### config.mk
export PLATFORM = sky130hd
export DESIGN_NAME = ptp_event_classifier
export DESIGN_NICKNAME = d
export VERILOG_FILES = /design/src/rtl/ptpcls_pkg.sv /design/src/rtl/ptpcls_datapath.sv /design/src/rtl/ptpcls_control.sv /design/src/rtl/ptp_event_classifier.sv
export SDC_FILE = /design/constraint.sdc
export NUM_CORES = 1
export LEC_CHECK = 0
export BUFFER_PORTS_ARGS = -buffer_cell sky130_fd_sc_hd__buf_2
export CAP_MARGIN = 5
export CORE_ASPECT_RATIO = 0.6
export CORE_MARGIN = 1.5
export CORE_UTILIZATION = 52
export CTS_CLUSTER_SIZE = 16
export DETAILED_ROUTE_END_ITERATION = 16
export HOLD_SLACK_MARGIN = 0.02
export PLACE_DENSITY = 0.85
export SLEW_MARGIN = 40
export SYNTH_ARGS = -nofsm -noshare
export SYNTH_HDL_FRONTEND = slang
export SYNTH_HIERARCHICAL = 1
export SYNTH_SLANG_ARGS = --single-unit
### constraint.sdc
create_clock -name clk -period 2.5 [get_ports clk]
set_clock_uncertainty 0.05 [all_clocks]
set_input_delay 0.25 -clock clk [delete_from_list [all_inputs] [get_ports clk]]
set_output_delay 0.25 -clock clk [all_outputs]
set_load 0.05 [all_outputs]
### src/rtl/ptpcls_pkg.sv
package ptpcls_pkg;

  localparam int CNT_W = 7;

  typedef enum logic [1:0] {
    MODE_OFF      = 2'd0,
    MODE_V1_UDP   = 2'd1,
    MODE_V2_EVENT = 2'd2,
    MODE_ALL      = 2'd3
  } mode_e;

  // strobes from control into the datapath
  typedef struct packed {
    logic             loadCnt;
    logic [CNT_W-1:0] cntValue;
    logic             decCnt;
    logic             loadIhl;
    logic             setVlan;
    logic             clearVlan;
  } dpCtrl_t;

  // field comparisons from the datapath back to control
  typedef struct packed {
    logic             cntZero;
    logic             vlanSeen;
    logic             isVlan;
    logic             isPtpType;
    logic             isIpType;
    logic             isIpv4Ver;
    logic             ihlOk;
    logic             isUdp;
    logic             isEventPort;
    logic             isV2Event;
    logic             isV1Match;
    logic [CNT_W-1:0] udpSkip;
  } dpCmp_t;

endpackage

### src/rtl/ptpcls_datapath.sv
module ptpcls_datapath
  import ptpcls_pkg::*;
#(
  parameter logic [15:0] VLAN_ETYPE     = 16'h8100,
  parameter logic [15:0] PTP_ETYPE      = 16'h88F7,
  parameter logic [15:0] IPV4_ETYPE     = 16'h0800,
  parameter logic [7:0]  UDP_PROTO      = 8'd17,
  parameter logic [15:0] EVENT_PORT     = 16'd319,
  parameter int          IP_PROTO_OFS   = 9,
  parameter int          MIN_IHL        = 5,
  parameter int          V2_EVENT_LIMIT = 4
) (
  input  logic       clk,
  input  logic       rstN,
  input  logic       inValid,
  input  logic [7:0] inData,
  input  logic       cfgV1Sel,
  input  dpCtrl_t    ctrl,
  output dpCmp_t     cmp
);

  localparam int IHL_SHIFT = 2;

  logic [CNT_W-1:0] cnt;
  logic [7:0]       prevByte;
  logic [3:0]       ihl;
  logic             vlanSeen;
  logic [15:0]      word;

  always_ff @(posedge clk) begin
    if (!rstN) begin
      cnt      <= '0;
      prevByte <= '0;
      ihl      <= '0;
      vlanSeen <= 1'b0;
    end else begin
      if (inValid) prevByte <= inData;
      if (ctrl.loadCnt)     cnt <= ctrl.cntValue;
      else if (ctrl.decCnt) cnt <= cnt - 1'b1;
      if (ctrl.loadIhl) ihl <= inData[3:0];
      if (ctrl.clearVlan)    vlanSeen <= 1'b0;
      else if (ctrl.setVlan) vlanSeen <= 1'b1;
    end
  end

  assign word = {prevByte, inData};

  always_comb begin
    cmp.cntZero     = (cnt == '0);
    cmp.vlanSeen    = vlanSeen;
    cmp.isVlan      = (word == VLAN_ETYPE);
    cmp.isPtpType   = (word == PTP_ETYPE);
    cmp.isIpType    = (word == IPV4_ETYPE);
    cmp.isIpv4Ver   = (inData[7:4] == 4'd4);
    cmp.ihlOk       = (int'(inData[3:0]) >= MIN_IHL);
    cmp.isUdp       = (inData == UDP_PROTO);
    cmp.isEventPort = (word == EVENT_PORT);
    cmp.isV2Event   = (int'(inData[3:0]) < V2_EVENT_LIMIT);
    cmp.isV1Match   = (inData == {7'd0, cfgV1Sel});
    cmp.udpSkip     = CNT_W'({ihl, {IHL_SHIFT{1'b0}}}) - CNT_W'(IP_PROTO_OFS);
  end

  // control never counts past zero
  cnt_underflow_chk: assert property (@(posedge clk) disable iff (!rstN)
    ctrl.decCnt |-> !cmp.cntZero);

  // skip counter holds during idle cycles
  cnt_idle_hold_chk: assert property (@(posedge clk) disable iff (!rstN)
    (!inValid && !ctrl.loadCnt) |=> $stable(cnt));

endmodule

### src/rtl/ptpcls_control.sv
module ptpcls_control
  import ptpcls_pkg::*;
#(
  parameter int MAC_BYTES      = 6,
  parameter int TAG_BYTES      = 4,
  parameter int IP_PROTO_OFS   = 9,
  parameter int UDP_HDR_BYTES  = 8,
  parameter int V1_CTRL_OFS    = 32
) (
  input  logic       clk,
  input  logic       rstN,
  input  logic       inValid,
  input  logic       inSof,
  input  logic       inEof,
  input  logic [1:0] cfgMode,
  input  logic       cfgSrcPortChk,
  input  dpCmp_t     cmp,
  output dpCtrl_t    ctrl,
  output logic       capStrobe
);

  localparam int ETYPE_SKIP    = 2 * MAC_BYTES;
  localparam int TAG_SKIP      = TAG_BYTES - 1;
  localparam int PROTO_SKIP    = IP_PROTO_OFS - 1;
  localparam int DST_SKIP      = 1;
  localparam int UDP_TAIL_SKIP = UDP_HDR_BYTES - 4;
  localparam int V1_SKIP       = UDP_TAIL_SKIP + V1_CTRL_OFS;

  typedef enum logic [2:0] {
    S_IDLE, S_ETYPE, S_IPVER, S_IPPROTO, S_UDPSRC, S_UDPDST, S_PTP
  } state_e;

  state_e state, stateNext;
  mode_e  mode;
  logic   hit;
  logic   frameFired;

  assign mode = mode_e'(cfgMode);

  always_comb begin
    stateNext = state;
    ctrl      = '0;
    hit       = 1'b0;
    if (inValid) begin
      if (inSof) begin
        ctrl.clearVlan = 1'b1;
        stateNext      = S_IDLE;
        if (mode == MODE_ALL) begin
          hit = 1'b1;
        end else if (mode != MODE_OFF) begin
          stateNext     = S_ETYPE;
          ctrl.loadCnt  = 1'b1;
          ctrl.cntValue = CNT_W'(ETYPE_SKIP);
        end
      end else if (state != S_IDLE) begin
        if (!cmp.cntZero) begin
          ctrl.decCnt = 1'b1;
        end else begin
          ctrl.loadCnt = 1'b1;
          unique case (state)
            S_ETYPE: begin
              if (cmp.isVlan && !cmp.vlanSeen) begin
                ctrl.setVlan  = 1'b1;
                ctrl.cntValue = CNT_W'(TAG_SKIP);
              end else if (cmp.isPtpType && mode == MODE_V2_EVENT) begin
                stateNext = S_PTP;
              end else if (cmp.isIpType) begin
                stateNext = S_IPVER;
              end else begin
                stateNext = S_IDLE;
              end
            end
            S_IPVER: begin
              if (cmp.isIpv4Ver && cmp.ihlOk) begin
                ctrl.loadIhl  = 1'b1;
                ctrl.cntValue = CNT_W'(PROTO_SKIP);
                stateNext     = S_IPPROTO;
              end else begin
                stateNext = S_IDLE;
              end
            end
            S_IPPROTO: begin
              ctrl.cntValue = cmp.udpSkip;
              stateNext     = cmp.isUdp ? S_UDPSRC : S_IDLE;
            end
            S_UDPSRC: begin
              ctrl.cntValue = CNT_W'(DST_SKIP);
              stateNext     = (!cfgSrcPortChk || cmp.isEventPort) ? S_UDPDST : S_IDLE;
            end
            S_UDPDST: begin
              ctrl.cntValue = (mode == MODE_V1_UDP) ? CNT_W'(V1_SKIP) : CNT_W'(UDP_TAIL_SKIP);
              stateNext     = cmp.isEventPort ? S_PTP : S_IDLE;
            end
            S_PTP: begin
              hit       = (mode == MODE_V1_UDP) ? cmp.isV1Match :
                          (mode == MODE_V2_EVENT) ? cmp.isV2Event : 1'b0;
              stateNext = S_IDLE;
            end
            default: stateNext = S_IDLE;
          endcase
        end
      end
      if (inEof) stateNext = S_IDLE;
    end
  end

  always_ff @(posedge clk) begin
    if (!rstN) begin
      state     <= S_IDLE;
      capStrobe <= 1'b0;
    end else begin
      state     <= stateNext;
      capStrobe <= hit;
    end
  end

  always_ff @(posedge clk) begin
    if (!rstN)                  frameFired <= 1'b0;
    else if (inValid && inSof)  frameFired <= 1'b0;
    else if (capStrobe)         frameFired <= 1'b1;
  end


  one_per_frame_chk: assert property (@(posedge clk) disable iff (!rstN)
    capStrobe |-> !frameFired);


  strobe_source_chk: assert property (@(posedge clk) disable iff (!rstN)
    capStrobe |-> $past(inValid));


  all_mode_fire_chk: assert property (@(posedge clk) disable iff (!rstN)
    (inValid && inSof && cfgMode == 2'd3) |=> capStrobe);


  off_mode_silent_chk: assert property (@(posedge clk) disable iff (!rstN)
    (inValid && cfgMode == 2'd0) |=> !capStrobe);


  idle_hold_chk: assert property (@(posedge clk) disable iff (!rstN)
    !inValid |=> $stable(state));

endmodule

### src/rtl/ptp_event_classifier.sv
module ptp_event_classifier
  import ptpcls_pkg::*;
#(
  parameter logic [15:0] PTP_ETYPE    = 16'h88F7,
  parameter logic [15:0] EVENT_PORT   = 16'd319,
  parameter int          V1_CTRL_OFS  = 32
) (
  input  logic       clk,
  input  logic       rstN,
  input  logic       inValid,
  input  logic       inSof,
  input  logic       inEof,
  input  logic [7:0] inData,
  input  logic [1:0] cfgMode,
  input  logic       cfgV1Sel,
  input  logic       cfgSrcPortChk,
  output logic       capStrobe
);

  localparam int IP_PROTO_OFS = 9;

  dpCtrl_t ctrl;
  dpCmp_t  cmp;

  ptpcls_datapath #(
    .VLAN_ETYPE     (16'h8100),
    .PTP_ETYPE      (PTP_ETYPE),
    .IPV4_ETYPE     (16'h0800),
    .UDP_PROTO      (8'd17),
    .EVENT_PORT     (EVENT_PORT),
    .IP_PROTO_OFS   (IP_PROTO_OFS),
    .MIN_IHL        (5),
    .V2_EVENT_LIMIT (4)
  ) i_datapath (
    .clk      (clk),
    .rstN     (rstN),
    .inValid  (inValid),
    .inData   (inData),
    .cfgV1Sel (cfgV1Sel),
    .ctrl     (ctrl),
    .cmp      (cmp)
  );

  ptpcls_control #(
    .MAC_BYTES     (6),
    .TAG_BYTES     (4),
    .IP_PROTO_OFS  (IP_PROTO_OFS),
    .UDP_HDR_BYTES (8),
    .V1_CTRL_OFS   (V1_CTRL_OFS)
  ) i_control (
    .clk           (clk),
    .rstN          (rstN),
    .inValid       (inValid),
    .inSof         (inSof),
    .inEof         (inEof),
    .cfgMode       (cfgMode),
    .cfgSrcPortChk (cfgSrcPortChk),
    .cmp           (cmp),
    .ctrl          (ctrl),
    .capStrobe     (capStrobe)
  );

endmodule

Word-level counts from Yosys, hierarchy flattened
Cells that the tools add are included.
- word-level logic and storage cells: 84
- input bits: 17
- flip-flop bits (word level): 24
- output and inout port bits: 1
- multiplexer cells: 41
- bitwise logic cells: 1
- equal/unequal tests: 17
- add/subtract/negate cells: 2
- reductions and logical operators: 15
- $lt $le $gt $ge: 2
- operators with widths (kind ; number):
    $pmux 7 s5 ; 1
    $eq 16x16->1 const B ; 2
    $mux 8 ; 4
    $mux 3 ; 10
    $eq 16x12->1 const B ; 1
    $eq 16x9->1 const B ; 1
    $mux 1 ; 15
    $pmux 3 s5 ; 1
    $mux 7 ; 2
    $mux 12 ; 1
    $mux 11 ; 1
    $eq 3x3->1 const B ; 3
    $reduce_bool 3->1 ; 3
    $eq 8x1->1 ; 1
    $eq 8x5->1 const B ; 1
    $mux 2 ; 4
    $logic_not 7->1 ; 1
    $sub 6x4->7 const B ; 1
    $sub 7x1->7 const B ; 1
    $eq 3x2->1 const B ; 2
    $mux 6 ; 1
    $eq 2x2->1 const B ; 2
    $eq 4x3->1 const B ; 1
    $ge 4x3->1 const B ; 1
    other kinds (13) ; 17

Longest topological paths before layout
Gate-level depths: netlist of run 1.
- depth after elaboration: 10
- gate-level depth with buffers: 9
- mapped depth without buffers: 8

Hierarchy
Netlist of run 1, hierarchy kept.
- by module, submodules not included (module ; instances ; area an instance (um^2) ; seq. area each (um^2) ; cells an instance):
    ptpcls_datapath ; 1 ; 1102.3 ; 400.4 ; 124
    ptpcls_control ; 1 ; 584.3 ; 80.1 ; 80

Least setup slack after synthesis of run 1
No wires, ideal clock.
- path type: reg-to-reg
- start point: reg i_datapath.cnt[2]
- end point: reg i_datapath.cnt[4]
- clock period less this slack: 2.532 ns
- path slack: -0.032 ns
- arrival: 2.347 ns
- cell stages (with the launch flop): 9
- buffers on the path: 1
- cell sequence: dfxtp_1 -> or4_1 -> nor3b_1 -> nand4b_4 -> nand2_1 -> inv_1 -> clkbuf_1 -> o21ai_0 -> a31oi_1
- RTL lines (what ; line ; source):
    start: declaration ; ptpcls_datapath.sv:24 ; logic [CNT_W-1:0] cnt;
    start signal: assignment ; ptpcls_datapath.sv:38 ; if (ctrl.loadCnt) cnt <= ctrl.cntValue;
    start signal: assignment ; ptpcls_datapath.sv:39 ; else if (ctrl.decCnt) cnt <= cnt - 1'b1;

==> flow_summary_export.csv, run 1 <==
group,metric,value,unit
status,status,"finished clean",
route,vias,1568,
clocking,cts_max_path_buffers,2,
setup_path,endpoint,"i_datapath/cnt[1]",
floorplanning,rows,15,
finish,finalInstanceArea,1900,sq um
floorplanning,die_w,76.5,um
sta,fin_crit,2.45,ns
synthesis,yosysSeqAreaShare,28.5,%
setup_path,critPathMaxStageDelay,0.53,ns
synthesis,synth_edf_count,0,
grt,grt_pass1_vias,1339,
placement,gp_congestion,0.888,
setup_path,path_class,"reg -> reg",
floorplanning,num_io_pins,18,
clocking,cts_resized,0,
setup_path,startpoint,"i_datapath/prevByte[6]",
placement,dp_cells,261,
sta,setup_viol,0,
synthesis,synthCells,204,
route,viasPerCell,5.94,
synthesis,ys_types,54,
route,antenna_left,0,
clocking,cts_setup_buffers,0,
pwr,leakage,0.745,nW
route,first_pass_iters,4,
clocking,cts-buffers-inserted,3,
sta,timing.final.hold_violations,0,
setup_path,ff2ff_setup_slack,0.05,ns
finish,area_growth,12.5,%
floorplanning,die_area,3610,sq um
synthesis,synth_area_leaders,"dfxtp_1, mux2i_1, nor2b_1",
finish,nFillCells,262,
finish,drive_above_1_share,20.7,%
floorplanning,fp.dieH,47.1,um
setup_path,crit_cells,8,
synthesis,ys.warnings.count,6,
setup_path,required,2.64,ns
clocking,root_buffer,"clkbuf_8",
setup_path,r2r-start,"i_datapath/prevByte[6]",
synthesis,async_reset_ff_share,0,%
sta,fmax,0.408,GHz
synthesis,yosysMostFrequentCell,"dfxtp_1",
route,routedWlPerCell,15.2,um
setup_path,cpMaxStageDelayCell,"or4_4",
clocking,path_clk_slew,0.08,ns
setup_path,cp_top_family,"simple AND/OR/NAND/NOR gates",
setup_path,crit_chain,"or4_4 -> or3b_4 -> nor4_2 -> nor2b_2 -> nand3_2 -> a211oi_1 -> nand2_1 -> a21boi_0",
synthesis,synth_area,1690,sq um
setup_path,critPathLaunchType,"flip-flop",
pwr,ir_drop,0.404,mV
grt,grt-ovfl-total,0,
grt,grt_max_degree,25,
synthesis,synth-main-ff-cell,"dfxtp_1",
sta,finalMaxSlewViolations,0,
clocking,clock_latency,0.26,ns
clocking,clock_sinks,24,
setup_path,worstPathArrival,2.60,ns
synthesis,synth_top_area_cell,"dfxtp_1",
finish,n_antenna_cell,0,
clocking,cts_hold_buffers,0,
route,drc_errors,0,
synthesis,avgSynthCellArea,8.27,sq um
setup_path,cp_num_buf_inv,0,
route,wirelength,4020,um
grt,grt_use_total,23.7,%
finish,instances_no_fill,264,
synthesis,synthTopCellsByCount,"dfxtp_1, nand2_1, nor2b_1",
setup_path,worstPathMaxFanout,5,
clocking,htree_levels,1,
finish,fin_util,63.6,%
finish,nNetsFinal,247,
pwr,power_density,416,nW/um^2
setup_path,cp-end-kind,"flip-flop",
placement,hpwl,3040,um
finish,seqCellArea,480,sq um
floorplanning,initial_utilization,56.5,%
setup_path,r2r-end,"i_datapath/cnt[1]",
placement,placed_area,1830,sq um
placement,portBuffers,17,
synthesis,yosysTopAreaCellShare,28.5,%
synthesis,ys_seq_elements,24,
clocking,cts_tree,"built",
grt,grt_pass1_wl,6530,um
setup_path,reg2reg_depth,8,
min_path,min_path_type,"in -> reg",
job,cap_violations,0,
pwr,power,789,uW
sta,fin_setup_tns,0,ns
grt,antenna_found_initial,0,
sta,finalCritPeriodShare,98.1,%
route,drtIter0Drc,124,
finish,multi_input_area,1140,sq um
floorplanning,core,2980,sq um
## where the power goes
part | leakage, nW | internal, mW | switching (mW)
logic | 0.528 | 0.0696 | 0.0840
clock network | 0.0216 | 0.108 | 0.119
registers | 0.196 | 0.397 | 0.0120
## worst min path at each step
| stage | slack [ns] | cells past startpoint | from | to |
|---|---|---|---|---|
| 6_report | 0.24 | 3 | inData[7] | i_datapath/prevByte[7] |
| 4_1_cts | 0.23 | 3 | inData[7] | i_datapath/prevByte[7] |
| 3_3_place_gp | 0.44 | 2 | i_datapath/vlanSeen | i_datapath/vlanSeen |
| 3_5_place_dp | 0.45 | 2 | i_datapath/vlanSeen | i_datapath/vlanSeen |
| 2_1_floorplan | 0.32 | 1 | rstN | i_control/state[0] |
| 5_1_grt | 0.27 | 3 | inData[7] | i_datapath/prevByte[7] |
## logic make-up after synthesis
| logic type | count (synthesis) | share of synthesized area [%] |
|---|---|---|
| XOR/XNOR | 6 | 3.12 |
| AND/OR/NAND/NOR | 97 | 34.9 |
| flip-flops | 24 | 28.5 |
| buffers and inverters | 19 | 5.86 |
| multiplexers | 12 | 7.12 |
| AO/OA/AOI/OAI | 39 | 15.8 |
| adder cells (fa/ha/maj) | 6 | 4.45 |
| other | 1 | 0.222 |
## metrics by stage
stage               hold WS (ns)  setup slack (ns)
floorplan                  0.317             0.225
CTS                        0.235            0.0842
detailed placement         0.449             0.108
finish                     0.239            0.0465
global route               0.273           -0.0728
global placement           0.443             0.151
## sequential cells by signal, indices dropped and copies added, names as in the netlist
name                 count
i_datapath/ihl           4
i_control/state          3
i_datapath/cnt           7
i_control/capStrobe      1
i_datapath/prevByte      8
i_datapath/vlanSeen      1
## cell usage in the layout, fill, tap and decap left out, types with 3 or more instances in the layout
master / synthesis / routed
o31ai_1: 3 / 3
mux2i_1: 12 / 12
nor2_1: 14 / 14
a21oi_1: 6 / 6
inv_1: 6 / 6
xnor2_1: 4 / 4
dfxtp_1: 24 / 24
buf_4: 5 / 10
ha_1: 6 / 6
a31oi_1: 3 / 3
o21ai_0: 7 / 7
nand2_1: 17 / 17
buf_2: 0 / 17
nor2b_1: 17 / 16
clkbuf_8: 0 / 3
nand2b_1: 7 / 7
and2_1: 4 / 4
nor3_2: 2 / 3
nor3b_1: 4 / 3
nand3_1: 5 / 4
## cell type report
cell class,instances,area share [%]
Inverter,6,1.19
Multi-Input combinational cell,162,60.1
Timing Repair Buffer,27,8.44
Clock buffer,3,2.18
Sequential cell,24,25.3
Tap cell,42,2.77
## worst min-delay path, stage by stage
cell     delay [ns]
buf_2          0.11
mux2i_1        0.07
nor2b_1        0.09
## metal layers
metal / share of wire [%] / vias up / global-route usage [%]
met3: 9.9 / 8 / 6.02
met1: 49 / 730 / 34.7
met4: 1.2 / 0 / 2.22
met2: 40 / 72 / 36.8
met5: 0 / - / 0
li1: - / 758 / -
(Power assumes the default switching activity.)
==> run 2, diff against run 1 <==
--- a/config.mk
+++ b/config.mk
@@ -9,11 +9,12 @@
 export CAP_MARGIN = 5
 export CORE_ASPECT_RATIO = 0.6
 export CORE_MARGIN = 1.5
-export CORE_UTILIZATION = 52
+export CORE_UTILIZATION = 55
+export CTS_BUF_LIST = sky130_fd_sc_hd__clkbuf_4 sky130_fd_sc_hd__clkbuf_8
 export CTS_CLUSTER_SIZE = 16
 export DETAILED_ROUTE_END_ITERATION = 16
 export HOLD_SLACK_MARGIN = 0.02
-export PLACE_DENSITY = 0.85
+export PLACE_DENSITY = 0.88
 export SLEW_MARGIN = 40
 export SYNTH_ARGS = -nofsm -noshare
 export SYNTH_HDL_FRONTEND = slang
==> flow_summary_export.csv, run 2 (synthesis results as in run 1) <==
group,metric,value,unit
setup_path,ff2ff_setup_slack,0.15,ns
finish,finalInstanceArea,1900,sq um
clocking,cts_hold_buffers,0,
route,first_pass_iters,4,
floorplanning,die_w,74.5,um
placement,gp_congestion,0.878,
sta,fin_setup_tns,0,ns
sta,fin_hold_ws,0.235,ns
finish,regMostFlops,"i_datapath/prevByte",
floorplanning,num_io_pins,18,
route,drc_errors,0,
clocking,clock_latency,0.26,ns
setup_path,path_class,"reg -> reg",
finish,largest_register_ffs,8,
grt,grt_use_met2,37.1,%
floorplanning,die_area,3420,sq um
sta,setup_viol,0,
finish,nNetsFinal,248,
setup_path,required,2.66,ns
pwr,power_density,412,nW/um^2
clocking,clock_sinks,24,
sta,finalMaxSlewViolations,0,
route,routedWlPerCell,14.7,um
finish,n_antenna_cell,0,
grt,grt_max_degree,25,
floorplanning,rows,15,
grt,use_met3,7.74,%
sta,timing.final.hold_violations,0,
floorplanning,initial_utilization,58.4,%
setup_path,cp-end-kind,"flip-flop",
route,vias,1575,
clocking,cts_max_path_buffers,2,
setup_path,worstPathArrival,2.51,ns
sta,fin_crit,2.35,ns
clocking,htree_levels,1,
route,viasPerCell,5.94,
placement,hpwl,2880,um
grt,grt-ovfl-total,0,
finish,drive_above_1_share,21.1,%
grt,grt_pass1_vias,1364,
clocking,cts-buffers-inserted,3,
clocking,root_buffer,"clkbuf_8",
clocking,cts_tree,"built",
grt,top_usage_layer,"met1",
status,status,"finished clean",
grt,met1_usage,37.7,%
grt,grt_use_total,25.4,%
grt,grt_pass1_wl,6470,um
route,drtIter0Drc,201,
floorplanning,core,2890,sq um
route,wirelength,3880,um
sta,fmax,0.425,GHz
floorplanning,fp.dieH,45.9,um
finish,top_regs,"i_datapath/prevByte (8), i_datapath/cnt (7), i_datapath/ihl (4)",
sta,rsz0062_at_grt,"false",
finish,final_cell_mix,"dfxtp_1, nand2_1, buf_2",
setup_path,critPathLaunchType,"flip-flop",
finish,final_common_cell,"dfxtp_1",
placement,portBuffers,17,
pwr,leakage,0.748,nW
route,antenna_left,0,
clocking,path_clk_slew,0.08,ns
sta,finalCritPeriodShare,94.0,%
placement,placed_area,1840,sq um
setup_path,worstPathMaxFanout,5,
min_path,min_path_type,"in -> reg",
pwr,ir_drop,0.321,mV
grt,antenna_found_initial,0,
finish,area_growth,12.9,%
job,cap_violations,0,
[run 2: cell types whose count changed in the layout (fill, tap and decap cells not counted), sizes merged]
cell and change:
buf +1
[run 2: repair_timing]
action	4_1_cts	5_1_grt
setup buffers	0	0
setup endpoints to repair	0	4
resized for setup	0	6
[run 2: worst max-delay path, stage by stage, from the launching register on]
cell	delay, ns
dfxtp_1	0.32
or4_4	0.54
or3b_4	0.40
nor4_2	0.22
nor2b_4	0.20
nand3_2	0.14
a21oi_1	0.16
o21ba_1	0.14
o211a_1	0.13
[run 2: final timing paths]
check,end,cells after the start,startpoint
setup / recovery,i_datapath/cnt[0],8,i_datapath/prevByte[6]
hold / removal,i_control/capStrobe,3,inValid
setup reg to reg,i_datapath/cnt[0],8,i_datapath/prevByte[6]
hold reg to reg,i_datapath/cnt[4],2,i_datapath/cnt[4]
[run 2: power by group]
| group | internal (mW) | switching [mW] | total (mW) |
|---|---|---|---|
| sequential | 0.397 | 0.0108 | 0.408 |
| clock | 0.108 | 0.120 | 0.228 |
| combinational | 0.0675 | 0.0824 | 0.150 |
[run 2: metal layers]
layer / share of wire [%] / vias to the layer above
met3: 9.4 / 4
li1: - / 767
met5: 0 / -
met4: 0.44 / 0
met1: 50 / 722
met2: 40 / 82
[run 2: stage by stage]
stage	std cells	power, mW	setup slack (ns)	util, %
6_report	265	0.785	0.150	65.9
5_1_grt	265	0.824	0.0249	65.9
4_1_cts	265	0.788	0.0393	65.1
3_5_place_dp	262	0.563	0.0738	63.6
3_3_place_gp	262	0.560	0.149	63.6
2_1_floorplan	205	0.512	0.225	-
[run 2: area by class of cell]
class / instances / area (sq um)
Fill cell: 260 / 986
Timing Repair Buffer: 28 / 168
Tap cell: 42 / 52.6
Multi-Input combinational cell: 162 / 1140
Sequential cell: 24 / 480
Clock buffer: 3 / 41.3
Inverter: 6 / 22.5
==> run 3, diff against run 2 <==
--- a/config.mk
+++ b/config.mk
@@ -14,7 +14,7 @@
 export CTS_CLUSTER_SIZE = 16
 export DETAILED_ROUTE_END_ITERATION = 16
 export HOLD_SLACK_MARGIN = 0.02
-export PLACE_DENSITY = 0.88
+export PLACE_DENSITY = 0.78
 export SLEW_MARGIN = 40
 export SYNTH_ARGS = -nofsm -noshare
 export SYNTH_HDL_FRONTEND = slang
==> flow_summary_export.csv, run 3 (synthesis results as in run 1) <==
group,metric,value,unit
route,drtIter0Drc,244,
sta,fin_crit,2.43,ns
grt,grt_pass1_wl,7290,um
floorplanning,die_area,3420,sq um
sta,worst_pin_slew,0.568,ns
grt,grt_max_degree,25,
setup_path,path_class,"reg -> reg",
sta,finalCritPeriodShare,97.1,%
clocking,cts-buffers-inserted,3,
clocking,cts_max_path_buffers,2,
pwr,pwr-share-clk,32.7,%
clocking,cts_setup_buffers,0,
pwr,p_sw_share,27.7,%
clocking,path_clk_slew,0.09,ns
setup_path,worstPathMaxFanout,6,
finish,largest_register_ffs,8,
finish,nNetsFinal,246,
clocking,clock_latency,0.27,ns
sta,rsz0062_at_grt,"true",
floorplanning,die_w,74.5,um
sta,timing.final.hold_violations,0,
placement,portBuffers,17,
placement,hpwl,3330,um
sta,finalMaxSlewViolations,0,
pwr,leakage,0.753,nW
sta,setup_viol,0,
floorplanning,rows,15,
floorplanning,core,2890,sq um
floorplanning,num_io_pins,18,
pwr,power_density,435,nW/um^2
clocking,clock_sinks,24,
grt,use_met3,6.64,%
grt,grt_pass1_vias,1567,
pwr,intPower,605,uW
sta,fin_hold_ws,0.240,ns
finish,fin_util,66.6,%
route,viasPerCell,6.40,
pwr,p_comb_share,18.5,%
clocking,htree_levels,1,
grt,grt_use_met2,47.1,%
setup_path,worstPathArrival,2.58,ns
status,status,"finished clean",
setup_path,required,2.65,ns
finish,final_common_cell,"dfxtp_1",
grt,antenna_found_initial,0,
route,first_pass_iters,7,
setup_path,cp-end-kind,"flip-flop",
finish,final_cell_mix,"dfxtp_1, nand2_1, buf_2",
floorplanning,fp.dieH,45.9,um
job,cap_violations,0,
placement,gp_congestion,0.894,
route,vias,1690,
pwr,p_switching,232,uW
finish,area_growth,14.2,%
grt,top_usage_layer,"met2",
setup_path,critPathLaunchType,"flip-flop",
route,routedWlPerCell,17.2,um
setup_path,ff2ff_setup_slack,0.07,ns
min_path,min_path_type,"in -> reg",
finish,drive_above_1_share,21.2,%
finish,regMostFlops,"i_datapath/prevByte",
pwr,pwr-share-seq,48.8,%
grt,grt-ovfl-total,0,
route,antenna_left,0,
route,drc_errors,0,
sta,slew_headroom,61.8,%
floorplanning,initial_utilization,58.4,%
sta,fmax,0.412,GHz
grt,grt_use_total,28.9,%
clocking,root_buffer,"clkbuf_8",
grt,met1_usage,38.7,%
finish,top_regs,"i_datapath/prevByte (8), i_datapath/cnt (7), i_datapath/ihl (4)",
pwr,ir_drop,0.286,mV
finish,n_antenna_cell,0,
route,wirelength,4530,um
clocking,cts_tree,"built",
==> run 3: changes by cell type in the layout (fill, tap and decap cells not counted) <==
cell and change:
nand3_4 +1, nor4_4 +1, clkbuf_8 +1, o22ai_1 -1
nand3_2 -1, nor4_2 -1, buf_4 -2, o22ai_2 +1
==> run 3: critical path, stage by stage (launching register included) <==
cell,delay [ns]
dfxtp_1,0.41
inv_1,0.10
ha_1,0.20
nor3b_2,0.19
nor3_1,0.49
nand2_1,0.27
or4_1,0.47
a31oi_1,0.17
==> run 3: final timing paths <==
| path | from | cells past startpoint | end |
|---|---|---|---|
| setup / recovery | i_datapath/cnt[0] | 7 | i_datapath/cnt[4] |
| setup reg to reg | i_datapath/cnt[0] | 7 | i_datapath/cnt[4] |
| hold / removal | inData[4] | 3 | i_datapath/prevByte[4] |
| hold reg to reg | i_datapath/cnt[4] | 2 | i_datapath/cnt[4] |
==> run 3: metrics by stage <==
step | TNS, ns | std cells | total power [mW] | setup WS, ns | instance area [sq um]
final | 0 | 264 | 0.837 | 0.0727 | 1930
after detailed placement | -0.00493 | 260 | 0.564 | -0.00493 | 1820
after global placement | 0 | 260 | 0.556 | 0.133 | 1820
after CTS | 0 | 264 | 0.831 | 0.0178 | 1880
after floorplan | 0 | 205 | 0.512 | 0.225 | 1700
after global routing | -0.0359 | 264 | 0.868 | -0.0214 | 1930
==> run 3: timing repair <==
| item | in CTS | in global routing |
|---|---|---|
| pin swaps | 0 | 1 |
| resized for setup | 1 | 8 |
| hold endpoints to repair | 0 | 0 |
| setup endpoints to repair | 1 | 6 |
| hold buffers | 0 | 0 |
| gates cloned | 0 | 0 |
==> run 3: final cells by class <==
cell class	count	area, sq um
Multi-Input combinational cell	162	1160
Inverter	6	22.5
Fill cell	254	965
Tap cell	42	52.6
Sequential cell	24	480
Clock buffer	4	55.1
Timing Repair Buffer	26	153
==> run 3: layer usage <==
| metal | vias up | wire length, um |
|---|---|---|
| li1 | 758 | - |
| met1 | 788 | 1880 |
| met2 | 122 | 2040 |
| met3 | 22 | 484 |
| met4 | 0 | 133 |
| met5 | - | 0 |
==> run 3: power groups by stage <==
stage	registers [mW]	clock network [mW]	logic [mW]
floorplan	0.416	0	0.0957
global placement	0.416	0	0.140
detailed placement	0.417	0	0.147
CTS	0.408	0.274	0.148
global route	0.410	0.291	0.167
finish	0.409	0.273	0.155
